File: src/rtl/alu_pkg.sv
package alu_pkg;
  localparam int DW    = 8;   // data width
  localparam int NF    = 4;   // arithmetic flag count
  localparam int NIB   = 4;   // nibble width for half carry and decimal adjust
  localparam int FB_C  = 0;
  localparam int FB_AC = 1;
  localparam int FB_Z  = 2;
  localparam int FB_OV = 3;
  localparam int FB_PD = 4;
  localparam int FB_TO = 5;
  localparam int OPW   = 5;

  typedef enum logic [OPW-1:0] {
    OP_NOP = 5'd0,  OP_ADD = 5'd1,  OP_ADC = 5'd2,  OP_SUB = 5'd3,
    OP_SBC = 5'd4,  OP_DAA = 5'd5,  OP_AND = 5'd6,  OP_OR  = 5'd7,
    OP_XOR = 5'd8,  OP_CPL = 5'd9,  OP_RL  = 5'd10, OP_RR  = 5'd11,
    OP_RLC = 5'd12, OP_RRC = 5'd13, OP_INC = 5'd14, OP_DEC = 5'd15,
    OP_SZ  = 5'd16, OP_SNZ = 5'd17, OP_SIZ = 5'd18, OP_SDZ = 5'd19
  } op_e;

  typedef struct packed {
    logic [DW-1:0] sum;
    logic          c;
    logic          ac;
    logic          ov;
  } addout_t;

  // Shared adder: carries out of the low nibble and the top bit, signed overflow.
  function automatic addout_t add_core(input logic [DW-1:0] a, input logic [DW-1:0] b,
                                       input logic cin);
    logic [NIB:0] lo;
    logic [DW:0]  full;
    addout_t      o;
    lo     = {1'b0, a[NIB-1:0]} + {1'b0, b[NIB-1:0]} + {{NIB{1'b0}}, cin};
    full   = {1'b0, a} + {1'b0, b} + {{DW{1'b0}}, cin};
    o.sum  = full[DW-1:0];
    o.c    = full[DW];
    o.ac   = lo[NIB];
    o.ov   = (a[DW-1] == b[DW-1]) && (o.sum[DW-1] != a[DW-1]);
    return o;
  endfunction

  // Decimal adjust: returns {new_carry, adjusted_value}.
  function automatic logic [DW:0] daa_core(input logic [DW-1:0] a, input logic c,
                                           input logic ac);
    logic [DW:0] t;
    logic        hi;
    t  = {1'b0, a} + (((a[NIB-1:0] > 4'd9) || ac) ? (DW+1)'(6) : (DW+1)'(0));
    hi = c || t[DW] || (t[DW-1:NIB] > 4'd9);
    t  = t + (hi ? (DW+1)'(96) : (DW+1)'(0));
    return {hi, t[DW-1:0]};
  endfunction
endpackage

File: src/rtl/alu_arith_unit.sv
module alu_arith_unit
  import alu_pkg::*;
(
  input  op_e           op,
  input  logic [DW-1:0] acc,
  input  logic [DW-1:0] mem,
  input  logic          c_in,
  input  logic          ac_in,
  output logic [DW-1:0] res,
  output logic [NF-1:0] fval,
  output logic [NF-1:0] fmask
);
  logic          is_sub;
  logic          cin;
  addout_t       ao;
  logic [DW:0]   dd;

  // One adder serves all four add/subtract forms; subtract uses the inverted operand.
  assign is_sub = (op == OP_SUB) || (op == OP_SBC);
  assign cin    = (op == OP_SUB) ? 1'b1 : (op == OP_ADD) ? 1'b0 : c_in;
  assign ao     = add_core(acc, is_sub ? ~mem : mem, cin);
  assign dd     = daa_core(acc, c_in, ac_in);

  always_comb begin
    res   = '0;
    fval  = '0;
    fmask = '0;
    case (op)
      OP_ADD, OP_ADC, OP_SUB, OP_SBC: begin
        res         = ao.sum;
        fval[FB_C]  = ao.c;
        fval[FB_AC] = ao.ac;
        fval[FB_Z]  = (ao.sum == '0);
        fval[FB_OV] = ao.ov;
        fmask       = '1;
      end
      OP_DAA: begin
        res         = dd[DW-1:0];
        fval[FB_C]  = dd[DW];
        fmask[FB_C] = 1'b1;
      end
      OP_INC, OP_SIZ: begin
        res         = mem + 1'b1;
        fval[FB_Z]  = (res == '0);
        fmask[FB_Z] = 1'b1;
      end
      OP_DEC, OP_SDZ: begin
        res         = mem - 1'b1;
        fval[FB_Z]  = (res == '0);
        fmask[FB_Z] = 1'b1;
      end
      default: ;
    endcase
  end
endmodule

File: src/rtl/alu_logic_unit.sv
module alu_logic_unit
  import alu_pkg::*;
(
  input  op_e           op,
  input  logic [DW-1:0] acc,
  input  logic [DW-1:0] mem,
  input  logic          c_in,
  output logic [DW-1:0] res,
  output logic [NF-1:0] fval,
  output logic [NF-1:0] fmask
);
  always_comb begin
    res   = '0;
    fval  = '0;
    fmask = '0;
    case (op)
      OP_AND, OP_OR, OP_XOR, OP_CPL: begin
        case (op)
          OP_AND:  res = acc & mem;
          OP_OR:   res = acc | mem;
          OP_XOR:  res = acc ^ mem;
          default: res = ~mem;
        endcase
        fval[FB_Z]  = (res == '0);
        fmask[FB_Z] = 1'b1;
      end
      OP_RL:  res = {mem[DW-2:0], mem[DW-1]};
      OP_RR:  res = {mem[0], mem[DW-1:1]};
      OP_RLC: begin
        res         = {mem[DW-2:0], c_in};
        fval[FB_C]  = mem[DW-1];
        fmask[FB_C] = 1'b1;
      end
      OP_RRC: begin
        res         = {c_in, mem[DW-1:1]};
        fval[FB_C]  = mem[0];
        fmask[FB_C] = 1'b1;
      end
      OP_SZ, OP_SNZ: res = mem;
      default: ;
    endcase
  end
endmodule

File: src/rtl/alu_status_reg.sv
module alu_status_reg
  import alu_pkg::*;
(
  input  logic          clk,
  input  logic          rst_n,
  input  logic          upd_en,
  input  logic [NF-1:0] upd_val,
  input  logic [NF-1:0] upd_mask,
  input  logic          wr_en,
  input  logic [DW-1:0] wr_data,
  input  logic          halt,
  input  logic          wdt_clr,
  input  logic          wdt_to,
  output logic [DW-1:0] status
);
  logic [NF-1:0] af_q;
  logic          pd_q;
  logic          to_q;
  logic          unused_wr_hi;

  // Upper write bits carry the guarded flags and spare bits; they are discarded.
  assign unused_wr_hi = ^wr_data[DW-1:NF];

  always_ff @(posedge clk or negedge rst_n) begin
    if (!rst_n)      af_q <= '0;
    else if (wr_en)  af_q <= wr_data[NF-1:0];
    else if (upd_en) af_q <= (af_q & ~upd_mask) | (upd_val & upd_mask);
  end

  always_ff @(posedge clk or negedge rst_n) begin
    if (!rst_n) begin
      pd_q <= 1'b0;
      to_q <= 1'b0;
    end else if (wdt_clr) begin
      pd_q <= 1'b0;
      to_q <= 1'b0;
    end else if (halt) begin
      pd_q <= 1'b1;
      to_q <= 1'b0;
    end else if (wdt_to) begin
      to_q <= 1'b1;
    end
  end

  assign status = {{(DW-FB_TO-1){1'b0}}, to_q, pd_q, af_q};
endmodule

File: src/rtl/acc_alu_core.sv
module acc_alu_core
  import alu_pkg::*;
(
  input  logic          clk,
  input  logic          rst_n,
  input  logic          op_valid,
  input  logic [4:0]    op_code,
  input  logic [7:0]    acc_in,
  input  logic [7:0]    mem_in,
  output logic [7:0]    result,
  output logic          skip,
  input  logic          st_wr,
  input  logic [7:0]    st_wdata,
  input  logic          evt_halt,
  input  logic          evt_wdt_clr,
  input  logic          evt_wdt_timeout,
  output logic [7:0]    status
);
  op_e           op;
  logic [DW-1:0] arith_res;
  logic [DW-1:0] logic_res;
  logic [NF-1:0] arith_fval, arith_fmask;
  logic [NF-1:0] logic_fval, logic_fmask;
  logic [NF-1:0] flag_upd_val;
  logic [NF-1:0] flag_upd_mask;
  logic          zero_test_hit;

  assign op = op_e'(op_code);

  alu_arith_unit u_arith (
    .op    (op),
    .acc   (acc_in),
    .mem   (mem_in),
    .c_in  (status[FB_C]),
    .ac_in (status[FB_AC]),
    .res   (arith_res),
    .fval  (arith_fval),
    .fmask (arith_fmask)
  );

  alu_logic_unit u_logic (
    .op    (op),
    .acc   (acc_in),
    .mem   (mem_in),
    .c_in  (status[FB_C]),
    .res   (logic_res),
    .fval  (logic_fval),
    .fmask (logic_fmask)
  );

  // Units drive zero outside their own opcodes, so merging is a plain OR.
  assign result        = arith_res | logic_res;
  assign flag_upd_val  = arith_fval | logic_fval;
  assign flag_upd_mask = arith_fmask | logic_fmask;

  always_comb begin
    case (op)
      OP_SZ:          zero_test_hit = (mem_in == '0);
      OP_SNZ:         zero_test_hit = (mem_in != '0);
      OP_SIZ, OP_SDZ: zero_test_hit = (arith_res == '0);
      default:        zero_test_hit = 1'b0;
    endcase
  end
  assign skip = op_valid && zero_test_hit;

  alu_status_reg u_status (
    .clk      (clk),
    .rst_n    (rst_n),
    .upd_en   (op_valid),
    .upd_val  (flag_upd_val),
    .upd_mask (flag_upd_mask),
    .wr_en    (st_wr),
    .wr_data  (st_wdata),
    .halt     (evt_halt),
    .wdt_clr  (evt_wdt_clr),
    .wdt_to   (evt_wdt_timeout),
    .status   (status)
  );
endmodule

File: config.mk
export PLATFORM = sky130hd
export DESIGN_NAME = acc_alu_core
export DESIGN_NICKNAME = d
export VERILOG_FILES = /design/src/rtl/alu_pkg.sv /design/src/rtl/alu_arith_unit.sv /design/src/rtl/alu_logic_unit.sv /design/src/rtl/alu_status_reg.sv /design/src/rtl/acc_alu_core.sv
export SDC_FILE = /design/constraint.sdc
export NUM_CORES = 1
export LEC_CHECK = 0
export CORE_ASPECT_RATIO = 0.8
export CORE_MARGIN = 1.5
export CORE_UTILIZATION = 25
export DETAILED_ROUTE_END_ITERATION = 12
export GPL_TIMING_DRIVEN = 0
export SYNTH_ARGS = -nofsm -noshare
export SYNTH_HDL_FRONTEND = slang
export SYNTH_SLANG_ARGS = --single-unit
File: constraint.sdc
create_clock -name clk -period 7.5 [get_ports clk]
set_input_delay 0.75 -clock clk [delete_from_list [all_inputs] [get_ports clk]]
set_output_delay 0.75 -clock clk [all_outputs]
set_load 0.01 [all_outputs]
==> results of run 1 <==
[path summary, 6_finish.rpt]
path | from | endpoint | cells after the start
worst max-delay path | op_code[0] | skip | 15
worst min-delay path | u_status.pd_q | u_status.pd_q | 2
worst max register to register | flop | flop | 10
worst min register to register | u_status.pd_q | u_status.pd_q | 2
max in group asynchronous | rst_n | u_status.to_q | 1
min in group asynchronous | rst_n | u_status.pd_q | 1
[worst reg2reg max path: stages, from the launching register on]
cell	delay, ns
dfrtp_1	0.44
mux2_2	0.32
fa_1	0.42
fa_1	0.44
a211oi_1	0.23
o21bai_1	0.13
a21oi_1	0.23
xnor2_1	0.20
nor2_1	0.09
a32oi_1	0.25
a21oi_1	0.13
[cells in the final DEF (no fill, tap or decap), types with 3 or more instances in the layout]
cell type / n
a211oi_1: 7
a21o_1: 6
a21oi_1: 17
a221o_1: 3
a221oi_1: 4
a22oi_1: 5
a2bb2oi_1: 3
buf_1: 3
buf_2: 8
buf_4: 8
buf_6: 3
clkbuf_1: 6
clkbuf_16: 3
clkdlybuf4s50_1: 43
dfrtp_1: 6
fa_1: 4
ha_1: 30
inv_1: 22
mux2i_1: 5
nand2_1: 35
nand2b_1: 4
nand3_1: 12
nand4_1: 8
nor2_1: 30
nor2b_1: 9
nor3_1: 14
nor4_1: 5
o21a_1: 4
o21ai_0: 14
o22ai_1: 10
xnor2_1: 32
xor2_1: 3
[through the flow]
step	area [um2]	power, mW
after floorplan	2620	0.171
after global placement	3230	0.249
after detailed placement	3230	0.252
after CTS	3300	0.341
after global routing	3300	0.365
final	3300	0.341
[where the power goes]
group | internal, mW | switching, mW
sequential | 0.0355 | 0.00300
combinational | 0.0971 | 0.120
clock | 0.0683 | 0.0171
[final cells by class]
class / instances / area (um2)
Inverter: 23 / 86.3
Sequential cell: 6 / 150
Tap cell: 140 / 175
Clock buffer: 3 / 75.1
Timing Repair Buffer: 43 / 430
Buffer: 28 / 168
Fill cell: 1149 / 6940
Multi-Input combinational cell: 311 / 2220
[layer usage]
metal	share of wire	global-route usage
met2	0.41	0.256
met3	0.088	0.0308
met5	0	0
met4	0.013	0.0457
met1	0.49	0.260
[logic make-up after synthesis]
family | after synthesis | synth area share
muxes | 6 | 0.0234
adders and majority gates | 34 | 0.174
DFF | 6 | 0.0573
buffers and inverters | 51 | 0.0969
other | 1 | 0.00143
AOI/OAI and AO/OA | 97 | 0.262
xor gates and xnor gates | 35 | 0.117
and+or+nand+nor | 137 | 0.268
[synth_stat cells, types with 5 or more instances]
cell type,number,share of area
nand4_1,8,0.019
a211oi_1,7,0.020
mux2i_1,5,0.019
nor2b_1,9,0.021
o22ai_1,10,0.024
xnor2_1,32,0.11
a22oi_1,5,0.014
a21o_1,6,0.017
o21ai_0,14,0.027
nor3_1,14,0.027
clkbuf_1,6,0.0086
dfrtp_1,6,0.057
a21oi_1,17,0.032
nor4_1,5,0.012
inv_1,22,0.032
nor2_1,30,0.043
ha_1,30,0.14
nand3_1,12,0.023
buf_4,8,0.023
nand2_1,35,0.050
buf_2,8,0.015
==> results.cfg, run 1 <==
[status]
outcome = finished clean

[cts]
clock_latency_ns = 0.23
post_cts_buffers = 0
numCtsBuffers = 3
cts_max_path_buffers = 2
cts.sinks = 6
cts_hold_buf = 0
clk_pin_slew_ns = 0.03
cts_tree = done
cts_resized = 0
cts-root-buf = clkbuf_16
htreeDepth = 1

[min_path]
hold_path_class = reg -> reg

[finish]
nets = 486
final_util = 0.323
stdcell_count = 554
syn_to_final_growth_pct = 26.1
n_antenna_cell = 0
final_layout_size_suffix_gt1_frac = 0.0845

[routing]
wl_per_cell_um = 17.8
drtIter0Drc = 237
dr.pass1.iters = 4
via_per_inst = 5.33
drc_errors = 0
num_vias = 2953
routed_wl_mm = 9.88
antenna_left = 0

[sta]
fmaxAchievable_mhz = 164
tightestPinTransition_ns = 1.27
slew_violations = 0
tns_ns = 0
finalSetupViolations = 0
min_period_ns = 6.11
finClkSkew_ns = 0.00118
timing.slew.headroom = 0.148
period_share = 0.814
setup_ws_ns = 1.39
holdWs_ns = 0.493
hold_violations = 0
rsz0062_at_grt = no

[floorplanning]
coreArea_um2 = 10200
die_area_um2 = 11100
rows = 33
die_w_um = 117
ios = 53
initial_core_util = 0.256
dieHeight_um = 94.6

[place]
dp_cells = 551
dp_hpwl_mm = 8.00
place_congestion = 0.973
post-place-ws_ns = 1.51
numPortBuffers = 43

[yosys]
ys.flop_type = dfrtp_1
synthArstFlopShare = 1.00
synth_cell_type_count = 68
yosysWarningCount = 0
yosysSeqAreaShare = 0.0573
synth_area_um2 = 2620
synth_seq_cells = 6
synth_edf_count = 0
syn_inst = 367
synth_area_per_cell_um2 = 7.14

[setup_path]
critPathRequiredTime_ns = 6.75
critical_path.cell_chain = clkdlybuf4s50_1 -> buf_6 -> nand2_1 -> o21ai_0 -> nand2_1 -> xnor2_1 -> fa_1 -> fa_1 -> a21o_1 -> a21oi_1 -> xnor2_1 -> a221oi_1 -> and3_1 -> a31o_1 -> clkdlybuf4s50_1
worstSetupPathType = in -> out
startpoint_type = input pin
max_stage_delay_ns = 0.67
crit_slowest_cell = clkdlybuf4s50_1
crit_family = buffers and inverters
end_kind = primary output
worstPathBufferInverterCount = 3
reg2reg_slack_ns = 4.47
crit_arrival_ns = 5.36
cp_max_fo = 10

[pwr]
powerDensity_nw_per_um2 = 103
leakagePower_nw = 1.32
ir_drop_uv = 47.3

[global_route]
grt-ovfl-total = 0
grt_max_degree = 11
antenna_found_initial = 0
grt_usage = 0.175
grt_pass1_vias = 2754
grt_pass1_wl_mm = 15.1

[job]
drv_cap = 0
No activity file was read; power rests on OpenSTA's default activity.
==> inputs of run 2 (changes only) <==
==> constraint.sdc (replaced) <==
create_clock -name clk -period 5.8 [get_ports clk]
set_input_delay 0.58 -clock clk [delete_from_list [all_inputs] [get_ports clk]]
set_output_delay 0.58 -clock clk [all_outputs]
set_load 0.01 [all_outputs]
==> run 2 against run 1 <==
Net effect:
- global-route usage did not move
- clock-buffer cell count did not move
- power rose by 30%
- largest cell class unchanged
==> results.cfg, run 2 (synthesis results as in run 1) <==
[global_route]
grt_usage = 0.175
grt_max_degree = 11
grt_pass1_wl_mm = 15.1
grt_pass1_vias = 2754
grt-ovfl-total = 0
antenna_found_initial = 0

[setup_path]
startpoint_type = input pin
reg2reg_slack_ns = 2.76
end_kind = primary output
crit_arrival_ns = 4.98
critical_path.cell_chain = clkdlybuf4s50_1 -> buf_6 -> nand2_1 -> o21ai_0 -> nand2_2 -> xnor2_1 -> fa_1 -> fa_1 -> a21o_1 -> a21oi_2 -> xnor2_1 -> a221oi_1 -> and3_1 -> a31o_1 -> clkdlybuf4s50_1
max_stage_delay_ns = 0.66
cp_max_fo = 10
worstSetupPathType = in -> out
r2r_cells = 10
crit_slowest_cell = clkdlybuf4s50_1
critPathRequiredTime_ns = 5.22

[cts]
numCtsBuffers = 3
cts_max_path_buffers = 2
clk_pin_slew_ns = 0.03
cts_hold_buf = 0
cts-root-buf = clkbuf_16
cts_tree = done
htreeDepth = 1
post_cts_buffers = 0
clock_latency_ns = 0.23
cts.sinks = 6

[finish]
regArea_um2 = 150
final_layout_size_suffix_gt1_frac = 0.0894
final_common_cell = clkdlybuf4s50_1
stdcell_count = 554
n_antenna_cell = 0
syn_to_final_growth_pct = 26.6
multi_input_area_um2 = 2230
nets = 486
final_util = 0.324
fillers = 1148
mostFrequentLayoutCells = clkdlybuf4s50_1 (40), nand2_1 (34), xnor2_1 (32)

[pwr]
powerDensity_nw_per_um2 = 133
leakagePower_nw = 1.35
ir_drop_uv = 61.2

[floorplanning]
die_w_um = 117
ios = 53
rows = 33
initial_core_util = 0.256
coreArea_um2 = 10200
die_area_um2 = 11100
dieHeight_um = 94.6

[status]
outcome = finished clean

[sta]
slew_violations = 0
finClkSkew_ns = 0.00166
fmaxAchievable_mhz = 180
hold_violations = 0
min_period_ns = 5.56
tightestPinTransition_ns = 1.32
period_share = 0.958
timing.slew.headroom = 0.115
finalSetupViolations = 0

[job]
drv_cap = 0

[routing]
routed_wl_mm = 9.97
via_per_inst = 5.38
dr.pass1.iters = 4
num_vias = 2980
wl_per_cell_um = 18.0
drc_errors = 0
antenna_left = 0
drtIter0Drc = 291

[min_path]
hold_depth = 2
hold_end = u_status.pd_q
min-delay-start = u_status.pd_q
hold_path_class = reg -> reg

[place]
place_congestion = 0.973
numPortBuffers = 43
dp_hpwl_mm = 8.00
dp_cells = 551
[run 2: cell types whose count changed in the layout (fill, tap and decap cells not counted), sizes merged]
cell	previous run	this run
clkdlybuf4s50	43	40
dlymetal6s2s	0	3
[run 2: final cells by class]
cell class | instances | share of cell area
flip-flops and latches | 6 | 0.0452
inverters | 23 | 0.0260
clock buffers | 3 | 0.0226
multi-input cells | 311 | 0.671
well taps | 140 | 0.0528
repair buffers | 43 | 0.132
plain buffers | 28 | 0.0505
[run 2: where the power goes]
part	switching (mW)	leakage (nW)	internal (mW)	total [mW]
Sequential	0.00384	0.0737	0.0459	0.0498
Combinational	0.157	1.24	0.126	0.282
Clock	0.0224	0.0370	0.0884	0.111
Total	0.183	1.35	0.260	0.443
[run 2: worst max-delay path, delay by kind of cell]
| kind | cells | cell delay [ns] |
|---|---|---|
| buffers and inverters | 3 | 1.41 |
| xor gates and xnor gates | 2 | 0.33 |
| adders and majority gates | 2 | 0.91 |
| AOI/OAI and AO/OA | 5 | 1.21 |
| and+or+nand+nor | 3 | 0.54 |
[run 2: worst max-delay path by stage]
stage / endpoint / cells past startpoint / startpoint
6_report: skip / 15 / op_code[0]
3_5_place_dp: skip / 18 / acc_in[3]
3_3_place_gp: skip / 15 / op_code[0]
5_1_grt: skip / 15 / op_code[0]
2_1_floorplan: skip / 14 / op_code[1]
4_1_cts: skip / 15 / op_code[0]
[run 2: what timing repair did]
item | 4_1_cts | 5_1_grt
resized for setup | 0 | 5
setup endpoints to repair | 0 | 3
endpoints found under the hold margin | 0 | 0
[run 2: stage by stage]
step           setup TNS, ns  power, mW  setup slack [ns]  hold slack (ns)  area (um2)
2_1_floorplan              0      0.221              1.64            0.284        2620
3_3_place_gp               0      0.323             0.125            0.486        3230
3_5_place_dp               0      0.326             0.148            0.497        3230
4_1_cts                    0      0.440             0.135            0.505        3300
5_1_grt              -0.0237      0.473           -0.0237            0.520        3320
6_report                   0      0.443             0.244            0.494        3320
[run 2: layer usage]
metal | global-route usage | share of wire | vias up | routed length (um)
met3 | 0.0308 | 0.10 | 12 | 997
li1 | - | - | 1415 | -
met4 | 0.0457 | 0.012 | 0 | 122
met2 | 0.256 | 0.41 | 149 | 4110
met5 | 0 | 0 | - | 0
met1 | 0.260 | 0.48 | 1404 | 4740
